`config.mk`:
```
export PLATFORM = sky130hd
export DESIGN_NAME = dram_sram_bridge
export DESIGN_NICKNAME = d
export VERILOG_FILES = /design/src/rtl/dsb_pkg.sv /design/src/rtl/dsb_strobe_sync.sv /design/src/rtl/dsb_addr_capture.sv /design/src/rtl/dsb_access_seq.sv /design/src/rtl/dsb_read_hold.sv /design/src/rtl/dram_sram_bridge.sv
export SDC_FILE = /design/constraint.sdc
export NUM_CORES = 1
export LEC_CHECK = 0
export BUFFER_PORTS_ARGS = -buffer_cell sky130_fd_sc_hd__clkbuf_2
export CORE_ASPECT_RATIO = 1.25
export CORE_MARGIN = 4
export CORE_UTILIZATION = 55
export DETAILED_ROUTE_END_ITERATION = 7
export GPL_ROUTABILITY_DRIVEN = 0
export PLACE_DENSITY = 0.79
export SLEW_MARGIN = 15
export SYNTH_ARGS = -nofsm -noshare
export SYNTH_HDL_FRONTEND = slang
export SYNTH_SLANG_ARGS = --single-unit
```
`constraint.sdc`:
```
create_clock -name clk -period 2.9 [get_ports clk]
set_clock_uncertainty 0.2 [all_clocks]
set_input_delay 0.29 -clock clk [delete_from_list [all_inputs] [get_ports clk]]
set_output_delay 0.29 -clock clk [all_outputs]
set_load 0.1 [all_outputs]
```
`src/rtl/dsb_pkg.sv`:
```
package dsb_pkg;

  typedef enum logic [2:0] {
    SEQ_IDLE   = 3'd0,
    SEQ_WR_HI  = 3'd1,
    SEQ_WR_END = 3'd2,
    SEQ_RD_LO  = 3'd3,
    SEQ_RD_HI  = 3'd4
  } seq_state_t;

endpackage

```
`src/rtl/dsb_strobe_sync.sv`:
```
module dsb_strobe_sync #(
  parameter int STAGES = 2
) (
  input  logic clk,
  input  logic rst,
  input  logic strobe_n,
  output logic level_n,
  output logic fall,
  output logic rise
);

  logic [STAGES-1:0] chain;
  logic              last_n;

  // Strobes idle high, so every stage resets to 1.
  always_ff @(posedge clk) begin
    if (rst) begin
      chain  <= '1;
      last_n <= 1'b1;
    end else begin
      for (int i = STAGES - 1; i > 0; i--) begin
        chain[i] <= chain[i-1];
      end
      chain[0] <= strobe_n;
      last_n   <= chain[STAGES-1];
    end
  end

  assign level_n = chain[STAGES-1];
  assign fall    = last_n & ~level_n;
  assign rise    = ~last_n & level_n;

endmodule

```
`src/rtl/dsb_addr_capture.sv`:
```
module dsb_addr_capture #(
  parameter int AW = 9
) (
  input  logic          clk,
  input  logic          rst,
  input  logic          row_fall,
  input  logic          col_fall,
  input  logic [AW-1:0] mux_addr,
  output logic [AW-1:0] row_q,
  output logic [AW-1:0] col_q,
  output logic          go
);

  // The column half is complete on the column edge; the access starts one clock later.
  always_ff @(posedge clk) begin
    if (rst) begin
      row_q <= '0;
      col_q <= '0;
      go    <= 1'b0;
    end else begin
      if (row_fall) row_q <= mux_addr;
      if (col_fall) col_q <= mux_addr;
      go <= col_fall;
    end
  end

endmodule

```
`src/rtl/dsb_access_seq.sv`:
```
module dsb_access_seq
  import dsb_pkg::*;
#(
  parameter int AW = 9,
  parameter int DW = 8,
  localparam int SAW = 2 * AW + 1
) (
  input  logic           clk,
  input  logic           rst,
  input  logic           go,
  input  logic           we0_n,
  input  logic           we1_n,
  input  logic [AW-1:0]  row_q,
  input  logic [AW-1:0]  col_q,
  input  logic [DW-1:0]  wr_data,
  output seq_state_t     state,
  output logic [SAW-1:0] sram_addr,
  output logic [DW-1:0]  sram_wdata,
  output logic           sram_we_n,
  output logic           sram_oe_n
);

  logic any_wr;
  logic dual_wr;

  assign any_wr  = ~we0_n | ~we1_n;
  assign dual_wr = ~we0_n & ~we1_n;

  always_ff @(posedge clk) begin
    if (rst) begin
      state      <= SEQ_IDLE;
      sram_addr  <= '0;
      sram_wdata <= '0;
      sram_we_n  <= 1'b1;
      sram_oe_n  <= 1'b1;
    end else begin
      unique case (state)
        SEQ_IDLE: begin
          if (go) begin
            if (any_wr) begin
              // Bank bit follows the enable that is low; with both low, bank 0 goes first.
              sram_addr  <= {we0_n, row_q, col_q};
              sram_wdata <= wr_data;
              sram_we_n  <= 1'b0;
              state      <= dual_wr ? SEQ_WR_HI : SEQ_WR_END;
            end else begin
              sram_addr <= {1'b0, row_q, col_q};
              sram_oe_n <= 1'b0;
              state     <= SEQ_RD_LO;
            end
          end
        end
        SEQ_WR_HI: begin
          sram_addr[SAW-1] <= 1'b1;
          state            <= SEQ_WR_END;
        end
        SEQ_WR_END: begin
          sram_we_n <= 1'b1;
          state     <= SEQ_IDLE;
        end
        SEQ_RD_LO: begin
          sram_addr[SAW-1] <= 1'b1;
          state            <= SEQ_RD_HI;
        end
        SEQ_RD_HI: begin
          sram_oe_n <= 1'b1;
          state     <= SEQ_IDLE;
        end
        default: begin
          sram_we_n <= 1'b1;
          sram_oe_n <= 1'b1;
          state     <= SEQ_IDLE;
        end
      endcase
    end
  end

endmodule

```
`src/rtl/dsb_read_hold.sv`:
```
module dsb_read_hold
  import dsb_pkg::*;
#(
  parameter int DW = 8
) (
  input  logic          clk,
  input  logic          rst,
  input  seq_state_t    state,
  input  logic          col_rise,
  input  logic [DW-1:0] sram_rdata,
  output logic [DW-1:0] rd_data
);

  logic [DW-1:0] lo_byte;
  logic [DW-1:0] hi_byte;

  always_ff @(posedge clk) begin
    if (rst) begin
      lo_byte <= '0;
      hi_byte <= '0;
      rd_data <= '0;
    end else begin
      if (state == SEQ_RD_LO) lo_byte <= sram_rdata;
      if (state == SEQ_RD_HI) begin
        hi_byte <= sram_rdata;
        rd_data <= lo_byte;
      end else if (col_rise) begin
        rd_data <= hi_byte;
      end
    end
  end

endmodule

```
`src/rtl/dram_sram_bridge.sv`:
```
module dram_sram_bridge
  import dsb_pkg::*;
#(
  parameter int AW          = 9,
  parameter int DW          = 8,
  parameter int SYNC_STAGES = 2,
  localparam int SAW        = 2 * AW + 1
) (
  input  logic           clk,
  input  logic           rst,
  input  logic           ras_n,
  input  logic           cas_n,
  input  logic           we0_n,
  input  logic           we1_n,
  input  logic [AW-1:0]  mux_addr,
  input  logic [DW-1:0]  wr_data,
  output logic [DW-1:0]  rd_data,
  output logic           busy,
  output logic [SAW-1:0] sram_addr,
  output logic [DW-1:0]  sram_wdata,
  input  logic [DW-1:0]  sram_rdata,
  output logic           sram_ce_n,
  output logic           sram_oe_n,
  output logic           sram_we_n
);

  logic          ras_level_unused;
  logic          ras_rise_unused;
  logic          ras_fall;
  logic          cas_level_n;
  logic          cas_fall;
  logic          cas_rise;
  logic [AW-1:0] row_q;
  logic [AW-1:0] col_q;
  logic          go;
  seq_state_t    state;

  dsb_strobe_sync #(.STAGES(SYNC_STAGES)) u_ras_sync (
    .clk      (clk),
    .rst      (rst),
    .strobe_n (ras_n),
    .level_n  (ras_level_unused),
    .fall     (ras_fall),
    .rise     (ras_rise_unused)
  );

  dsb_strobe_sync #(.STAGES(SYNC_STAGES)) u_cas_sync (
    .clk      (clk),
    .rst      (rst),
    .strobe_n (cas_n),
    .level_n  (cas_level_n),
    .fall     (cas_fall),
    .rise     (cas_rise)
  );

  dsb_addr_capture #(.AW(AW)) u_capture (
    .clk      (clk),
    .rst      (rst),
    .row_fall (ras_fall),
    .col_fall (cas_fall),
    .mux_addr (mux_addr),
    .row_q    (row_q),
    .col_q    (col_q),
    .go       (go)
  );

  dsb_access_seq #(.AW(AW), .DW(DW)) u_seq (
    .clk        (clk),
    .rst        (rst),
    .go         (go),
    .we0_n      (we0_n),
    .we1_n      (we1_n),
    .row_q      (row_q),
    .col_q      (col_q),
    .wr_data    (wr_data),
    .state      (state),
    .sram_addr  (sram_addr),
    .sram_wdata (sram_wdata),
    .sram_we_n  (sram_we_n),
    .sram_oe_n  (sram_oe_n)
  );

  dsb_read_hold #(.DW(DW)) u_hold (
    .clk        (clk),
    .rst        (rst),
    .state      (state),
    .col_rise   (cas_rise),
    .sram_rdata (sram_rdata),
    .rd_data    (rd_data)
  );

  assign busy      = (state != SEQ_IDLE);
  assign sram_ce_n = cas_level_n & ~busy;

endmodule

```
; Word-level counts from Yosys, hierarchy flattened
; Cells that the tools add are included.
[word_totals]
ff_bits = 81
[op_classes]
n_eq_ne = 7
muxes = 15
bitwise = 14
reduce_logical = 12
[op_table]
columns = operator, n
row1 = two-way mux 19 bit, 2
row2 = two-way mux 8 bit, 2
row3 = one-hot mux 3 bit (3 select lines), 1
row4 = AND reduction 3 bit, 3
row5 = NOT 1 bit, 8
row6 = "equality test 3 x 2 -> 1 bit, second input constant", 2
row7 = two-way mux 3 bit, 2
row8 = one-hot mux 1 bit (2 select lines), 3
row9 = OR reduction 3 bit, 2
row10 = AND 1 bit, 5
row11 = two-way mux 1 bit, 4
row12 = "!= test 2 bit, second input constant", 2
row13 = AND reduction 2 bit, 2
row14 = nonzero test 2 bit, 2
row15 = "equality test 3 x 1 -> 1 bit, second input constant", 1
row16 = "equality test 3 bit, second input constant", 1
row17 = logical NOT 3 bit, 1
row18 = nonzero test 3 bit, 1
row19 = two-way mux 2 bit, 1
row20 = "!= test 2 x 1 -> 1 bit, second input constant", 1
row21 = OR reduction 2 bit, 1
row22 = bitwise OR 1 bit, 1

; Longest topological paths before layout
; Gate-level depths: netlist of run 1.
[logic_depth]
ltp_word = 6
ltp_mapped = 6

; Modules after synthesis
; A second synthesis of run 1 with hierarchy kept.
[hier_totals]
hier_cells = 322
hier_area_um2 = 3294.4
[by_module_without_submodules]
columns = mod, instances, cells_per_inst, area_per_inst_um2, seq_area_each_um2
row1 = dsb_access_seq, 1, 145, 1291.2, 640.6
row2 = dsb_read_hold, 1, 99, 1127.3, 480.5
row3 = dsb_addr_capture, 1, 60, 675.6, 380.4
row4 = dsb_strobe_sync, 2, 8, 92.6, 60.1
row5 = dram_sram_bridge, 1, 2, 15.0, 0.0

; Worst setup path before layout of run 1
; Ideal clock, no wire load.
[synth_path]
path_type = reg2out
from = reg u_seq.state[0]
to = out sram_ce_n
arrival_time_ns = 2.624
setup_slack_ns = -0.214
path_stages_with_launch = 4
path_buffers = 1
path_cell_list = dfxtp_1 > buf_6 > or3_1 > nor2_1
[synth_between]
elab_chain_cells = 3
[synth_rtl]
columns = element, line
row1 = from (decl), dsb_access_seq.sv:16  ; output seq_state_t state,
row2 = from (signal assigned), dsb_access_seq.sv:45  ; state <= dual_wr ? SEQ_WR_HI : SEQ_WR_END;
row3 = nonzero test 3 bit, dram_sram_bridge.sv:92  ; assign busy = (state != SEQ_IDLE);
row4 = via busy, dram_sram_bridge.sv:18  ; output logic busy,
row5 = NOT 1 bit, dram_sram_bridge.sv:93  ; assign sram_ce_n = cas_level_n & ~busy;
row6 = AND 1 bit, dram_sram_bridge.sv:93
row7 = to (decl), dram_sram_bridge.sv:22  ; output logic sram_ce_n,
; The timed path passes the listed nets, and every way through them passes these cells.

; Worst setup path after layout of run 1
[layout_path]
from = reg u_seq.state[1]
to = out sram_ce_n
[layout_between]
elab_chain_cells = 3
[layout_rtl]
columns = element, line
row1 = nonzero test 3 bit, dram_sram_bridge.sv:92
row2 = NOT 1 bit, dram_sram_bridge.sv:93
row3 = AND 1 bit, dram_sram_bridge.sv:93
; No other way between the ends.

==> impl_metrics.ini, run 1 <==
[grt]
grt_overflow_total = 0
grt.total_usage_pct = 21.8
grt_pass1_vias = 2500
antenna_found_initial = 0
grt_max_degree = 31
grt_pass1_wl_mm = 11.4

[sta]
setup_tns_ps = 0
finalCritPeriodShare_pct = 81.5
setup_violations = 0
hold_violations = 0
grt_setup_unrepaired = no
fin_crit_ps = 2360
worst_pin_slew_ps = 760
whs_ps = 20.5
slew_headroom_pct = 49.2
fmax_ghz = 0.423
drv_slew = 0

[setup_path]
end_kind = output port
cp_data_required_time_ps = 2410
r2r_slack_ps = 830
critPathMaxFanout = 16
timing.rr.end = u_hold.rd_data[5]$_SDFFE_PP0P_
worst_r2r_startpoint = u_seq.state[1]$_SDFFE_PP0P_
reg2reg_depth = 3
startpoint_type = register
worstSetupPathType = reg2out
cp.arrival_ps = 1870

[floorplan]
die_w_um = 74.6
num_rows = 30
core_mm2 = 0.00541
dieArea_mm2 = 0.00681
die_h_um = 91.2
ioPinCount = 70
initial_core_util_pct = 56.4

[clock_network]
cts_tree = built
cts_resized = 0
path_clk_slew_ps = 80
clk_path_buf_depth = 2
postCtsSetupRepairBufs = 0
htreeDepth = 3
cts_root_buf = clkbuf_8
clkLatencyLatePin_ps = 340
cts_made_buffers = 9
clock-sinks = 81

[layout]
final_net_count = 470
area_delta_synth_final_pct = 24.6
layoutNonFillerInstCount = 505
drive_gt1_share_pct = 22.3
num-fill-cells = 447
final_area_mm2 = 0.00380

[place]
port-buffer-count = 69
post_dp_cell_area_mm2 = 0.00334
place_inst = 463
dp_hpwl_mm = 4.42

[synth]
synth_cell_type_count = 29
syn_area_mm2 = 0.00305
synth_top_area_cell = dfxtp_1
syn-num-nets = 389
synth_edf_count = 0
synthCells = 355
async_flop_share_pct = 0
synth-main-ff-cell = dfxtp_1
ys_ff_latch = 81
synthTopCellsByArea = dfxtp_1, nand2_1, a21oi_1
yosysWarnings = 0
netlist.area_leader.share_pct = 53.2
yosysSeqAreaShare_pct = 53.2
avgSynthCellArea_um2 = 8.59

[power]
combPwrFrac_pct = 8.0
pwr-share-seq_pct = 53.6
total_power_mw = 2.12
internal_power_mw = 1.63
p_leak_nw = 1.56
power.net_switching_uw = 494
ir_drop_mv = 0.448
netSwitchingFraction_pct = 23.3
pwr-share-clk_pct = 38.4
powerDensity_mw_per_mm2 = 559

[route]
drt_iter0_drc = 192
wl_per_cell_um = 13.7
drc = 0
vias = 2633
routed_via_density = 5.21
ant_nets = 0
wl_mm = 6.94
first_pass_iters = 4

[outcome]
status = finished clean

[min_path]
whs_endpoint = u_seq.sram_wdata[6]$_SDFFE_PP0P_
hold_class = in2reg
min_path_cells = 3
hold_path.startpoint = wr_data[6]

[run]
maxCapViolations = 0
power groups by stage:
| stage | clock (mW) | combinational (mW) | sequential [mW] |
|---|---|---|---|
| after global routing | 0.873 | 0.184 | 1.14 |
| after floorplan | 0 | 0.0713 | 1.19 |
| after CTS | 0.823 | 0.169 | 1.14 |
| after detailed placement | 0 | 0.141 | 1.16 |
| final | 0.815 | 0.170 | 1.14 |
| after global placement | 0 | 0.140 | 1.16 |
repair_timing:
action | 4_1_cts | 5_1_grt
endpoints found under the setup margin | 0 | 0
endpoints found under the hold margin | 37 | 0
hold buffers | 26 | 0
critical path, stage by stage (launching register included):
cell,delay (ps)
dfxtp_1,500
or3_1,470
nor2_2,90
clkbuf_2,450
metrics by stage:
step / utilization (%) / setup slack [ps]
finish: 70.3 / 538
global route: 70.2 / 469
CTS: 70.2 / 532
detailed placement: 61.8 / 872
global placement: 61.8 / 924
floorplan: - / 248
flip-flops by register name (all words and copies together) (netlist names):
signal             flops
u_ras_sync.chain       2
u_capture.col_q        9
u_capture.go           1
u_hold.lo_byte         8
u_seq.sram_oe_n        1
u_seq.state            3
u_seq.sram_wdata       8
u_ras_sync.last_n      1
u_seq.sram_addr       19
u_seq.sram_we_n        1
u_hold.rd_data         8
u_hold.hi_byte         8
u_cas_sync.last_n      1
u_capture.row_q        9
u_cas_sync.chain       2
synthesized netlist by cell type (4+ instances only):
master	n
nand2_1	96
dfxtp_1	81
a21oi_1	61
clkbuf_1	16
nor2_1	13
nand3_1	9
nand3b_1	9
a211oi_1	8
mux2i_1	8
o21ai_0	8
or2_2	6
buf_6	5
inv_1	5
nand2b_1	4
final cells by class:
class,instances,area [um2],share of cell area (%)
diodes,1,2.50,0.0659
clock buffers,12,155,4.08
clock inverters,3,40.0,1.05
inverters,5,18.8,0.494
multi-input cells,241,1250,33.0
flip-flops and latches,81,1620,42.7
well taps,64,80.1,2.11
repair buffers,98,628,16.5
metal layers:
layer  routed length (um)  up-vias  track usage, %  part of all wire, %
met1                 2790     1206            24.9                   40
li1                     -     1336               -                    -
met3                  296       23            4.21                  4.3
met4                  257        0            12.5                  3.7
met5                    0        -               0                    0
met2                 3600       68            36.7                   52
worst max-delay path by stage:
stage | from | endpoint | slack [ps] | cells past startpoint
2_1_floorplan | u_seq.state[0]$_SDFFE_PP0P_ | sram_ce_n | 250 | 3
3_3_place_gp | u_seq.state[1]$_SDFFE_PP0P_ | sram_ce_n | 920 | 3
3_5_place_dp | u_seq.state[1]$_SDFFE_PP0P_ | u_hold.rd_data[5]$_SDFFE_PP0P_ | 870 | 3
4_1_cts | u_seq.state[1]$_SDFFE_PP0P_ | sram_ce_n | 530 | 3
5_1_grt | u_seq.state[1]$_SDFFE_PP0P_ | sram_ce_n | 470 | 3
6_report | u_seq.state[1]$_SDFFE_PP0P_ | sram_ce_n | 540 | 3
kinds of logic after synthesis:
logic type / Yosys count / synth area share [%]
and+or+nand+nor: 150 / 23.0
AOI/OAI and AO/OA: 80 / 14.2
muxes: 8 / 2.63
adders and majority gates: 3 / 1.23
DFF: 81 / 53.2
buffers and inverters: 33 / 5.83
placed cells by master (no fill, tap or decap), types with 4 or more instances in the layout:
cell type and instances:
o21ai_0 8, a211oi_1 8, or2_2 6, nand3b_1 9, nand2b_1 4, nand3_1 9, mux2i_1 8, clkbuf_8 11
nor2_1 12, nand2_1 96, a21oi_1 61, inv_1 5, dfxtp_1 81, clkbuf_2 69, dlygate4sd3_1 26
(Power assumes the default switching activity.)
==> run 2: changes to the inputs <==
--- a/config.mk
+++ b/config.mk
@@ -5,13 +5,14 @@
 export SDC_FILE = /design/constraint.sdc
 export NUM_CORES = 1
 export LEC_CHECK = 0
+export ABC_AREA = 1
 export BUFFER_PORTS_ARGS = -buffer_cell sky130_fd_sc_hd__clkbuf_2
 export CORE_ASPECT_RATIO = 1.25
 export CORE_MARGIN = 4
-export CORE_UTILIZATION = 55
+export CORE_UTILIZATION = 53
 export DETAILED_ROUTE_END_ITERATION = 7
 export GPL_ROUTABILITY_DRIVEN = 0
-export PLACE_DENSITY = 0.79
+export PLACE_DENSITY = 0.77
 export SLEW_MARGIN = 15
 export SYNTH_ARGS = -nofsm -noshare
 export SYNTH_HDL_FRONTEND = slang
==> constraint.sdc (replaced) <==
create_clock -name clk -period 2.3 [get_ports clk]
set_clock_uncertainty 0.2 [all_clocks]
set_input_delay 0.23 -clock clk [delete_from_list [all_inputs] [get_ports clk]]
set_output_delay 0.23 -clock clk [all_outputs]
set_load 0.1 [all_outputs]
==> run 2 against run 1 <==
Net effect:
- clock-buffer cell count down 1
- die area up 2.5%
- design area up 3.4%
- hold slack better by 26 ps
- core utilization up 1.4 points
- final cell count up 11%
- largest cell class unchanged
==> impl_metrics.ini, run 2 <==
[outcome]
status = finished clean

[synth]
synth-main-ff-cell = dfxtp_1
async_flop_share_pct = 0
ys_ff_latch = 81
avgSynthCellArea_um2 = 7.59
synthCells = 398
synth_cell_type_count = 23
synth_top_area_cell = dfxtp_1
synth.most_common_cell = nand2_1
synthTopCellsByArea = dfxtp_1, nand2_1, nor2_1
synth_commonest_cells = nand2_1, dfxtp_1, nor2_1, a21oi_1, nand3_1
netlist.area_leader.share_pct = 53.7
synth_edf_count = 0
yosysSeqAreaShare_pct = 53.7
syn-num-nets = 432
yosysWarnings = 0
syn_area_mm2 = 0.00302

[setup_path]
path_common_cell = nor2_4
crit_slowest_cell = clkbuf_2
worst-path-buf-inv = 1
r2r_slack_ps = 630
cp.arrival_ps = 1640
reg2reg_depth = 5
worst_r2r_startpoint = u_seq.state[0]$_SDFFE_PP0P_
cp_num_cells = 4
cp_data_required_time_ps = 1870
crit_family = simple AND/OR/NAND/NOR gates
startpoint_type = register
worstSetupPathType = reg2out
cpPeakStageDelay_ps = 460
crit_end = sram_ce_n
path_cells = nor2_4, nand2_2, nor2_4, clkbuf_2
critPathMaxFanout = 6
end_kind = output port
timing.rr.end = u_seq.sram_addr[18]$_SDFFE_PP0P_
startpoint = u_seq.state[0]$_SDFFE_PP0P_

[clock_network]
path_clk_slew_ps = 80
clk_path_buf_depth = 2
htreeDepth = 3
cts_tree = built
clock-sinks = 81
cts_root_buf = clkbuf_8
postCtsSetupRepairBufs = 0
cts_resized = 0
clkLatencyLatePin_ps = 350
cts_made_buffers = 9

[layout]
diodes = 0
multiInputGateArea_mm2 = 0.00121
regArea_mm2 = 0.00162
drive_gt1_share_pct = 20.3
largest_reg_flops = 19
num-fill-cells = 484
final_cell_mix = nand2_1, dfxtp_1, nor2_1, clkbuf_2, a21oi_1
top_regs = u_seq.sram_addr x19, u_capture.col_q x9, u_capture.row_q x9
layout.cells.most_common = nand2_1
area_delta_synth_final_pct = 30.1
regMostFlops = u_seq.sram_addr
utilization_pct = 71.7
final_net_count = 527

[route]
ant_nets = 0
drt_iter0_drc = 132
routed_via_density = 4.91
vias = 2759
drc = 0
wl_per_cell_um = 12.2
first_pass_iters = 4
wl_mm = 6.84

[floorplan]
dieArea_mm2 = 0.00698
initial_core_util_pct = 55.1
die_h_um = 92.4
core_mm2 = 0.00548
ioPinCount = 70
num_rows = 30
die_w_um = 75.5

[sta]
setup_tns_ps = 0
grt_setup_unrepaired = no
setup_violations = 0
drv_slew = 0
slew_headroom_pct = 58.2
worst_pin_slew_ps = 624
fmax_ghz = 0.483
hold_violations = 0
fin_crit_ps = 2070
finalCritPeriodShare_pct = 90.1

[place]
port-buffer-count = 69
dp_hpwl_mm = 4.56

[grt]
grt_pass1_wl_mm = 11.6
grt_max_degree = 35
grt.total_usage_pct = 21.6
antenna_found_initial = 0
grt_overflow_total = 0
grt_pass1_vias = 2626

[min_path]
hold_class = in2reg
min_path_cells = 4

[run]
maxCapViolations = 0

[power]
ir_drop_mv = 0.626
powerDensity_mw_per_mm2 = 753
p_leak_nw = 1.83
## run 2: changes by cell type in the layout (fill, tap and decap cells not counted), moves of 8 or more
cell,change
mux2i_1,-8
o21ai_0,+19
a21oi_1,-31
nand3_1,+20
a211oi_1,-8
nand3b_1,-9
nor2_1,+60
inv_1,+22
## run 2: metrics by stage
stage                     cell area (um2)  cells  setup WS [ps]  power [mW]  hold WS, ps
after global routing                 3930    562            147        3.08         61.4
after detailed placement             3410    519            618        1.70          196
after CTS                            3930    562            218        2.98         38.3
final                                3930    562            228        2.96         46.2
after global placement               3410    519            640        1.70          192
after floorplan                      3030    398            320        1.64          134
## run 2: how the worst min path moves through the flow
stage / slack, ps / to / from
floorplan: 130 / u_cas_sync.chain[0]$_SDFF_PP1_ / cas_n
global placement: 190 / u_cas_sync.chain[1]$_SDFF_PP1_ / u_cas_sync.chain[0]$_SDFF_PP1_
detailed placement: 200 / u_ras_sync.chain[1]$_SDFF_PP1_ / u_ras_sync.chain[0]$_SDFF_PP1_
CTS: 40 / u_seq.state[0]$_SDFFE_PP0P_ / we1_n
global route: 60 / u_seq.state[0]$_SDFFE_PP0P_ / we0_n
finish: 50 / u_seq.state[0]$_SDFFE_PP0P_ / we1_n
## run 2: area by class of cell
cell class | count | area share, %
Multi-Input combinational cell | 270 | 30.8
Clock inverter | 5 | 2.61
Tap cell | 64 | 2.04
Timing Repair Buffer | 99 | 16.6
Clock buffer | 11 | 3.60
Sequential cell | 81 | 41.3
Inverter | 32 | 3.09
## run 2: cell families (layout without fill, tap and decap cells)
logic type / after synthesis / after routing / synth area share (%)
AOI/OAI and AO/OA: 57 / 57 / 9.45
and+or+nand+nor: 210 / 210 / 29.1
DFF: 81 / 81 / 53.7
adders and majority gates: 3 / 3 / 1.24
buffers and inverters: 47 / 147 / 6.55
## run 2: worst min-delay path, delay by kind of cell
| family | cells | cell delay, ps |
|---|---|---|
| adders and majority gates | 1 | 120 |
| buffers and inverters | 2 | 160 |
| and+or+nand+nor | 1 | 40 |
## run 2: timing repair
| action | CTS | global route |
|---|---|---|
| setup endpoints to repair | 0 | 0 |
| hold buffers | 27 | 0 |
| endpoints found under the hold margin | 44 | 0 |
## run 2: where the power goes
group | internal, mW | switching, mW
combinational | 0.0881 | 0.171
sequential | 1.43 | 0.0153
clock | 0.750 | 0.502
## run 2: metal layers
| layer | wire [um] | track usage [%] | part of all wire (%) | vias up |
|---|---|---|---|---|
| li1 | - | - | - | 1444 |
| met1 | 2980 | 25.3 | 44 | 1250 |
| met2 | 3430 | 35.8 | 50 | 53 |
| met3 | 291 | 5.43 | 4.3 | 12 |
| met4 | 137 | 10.3 | 2.0 | 0 |
| met5 | 0 | 0 | 0 | - |
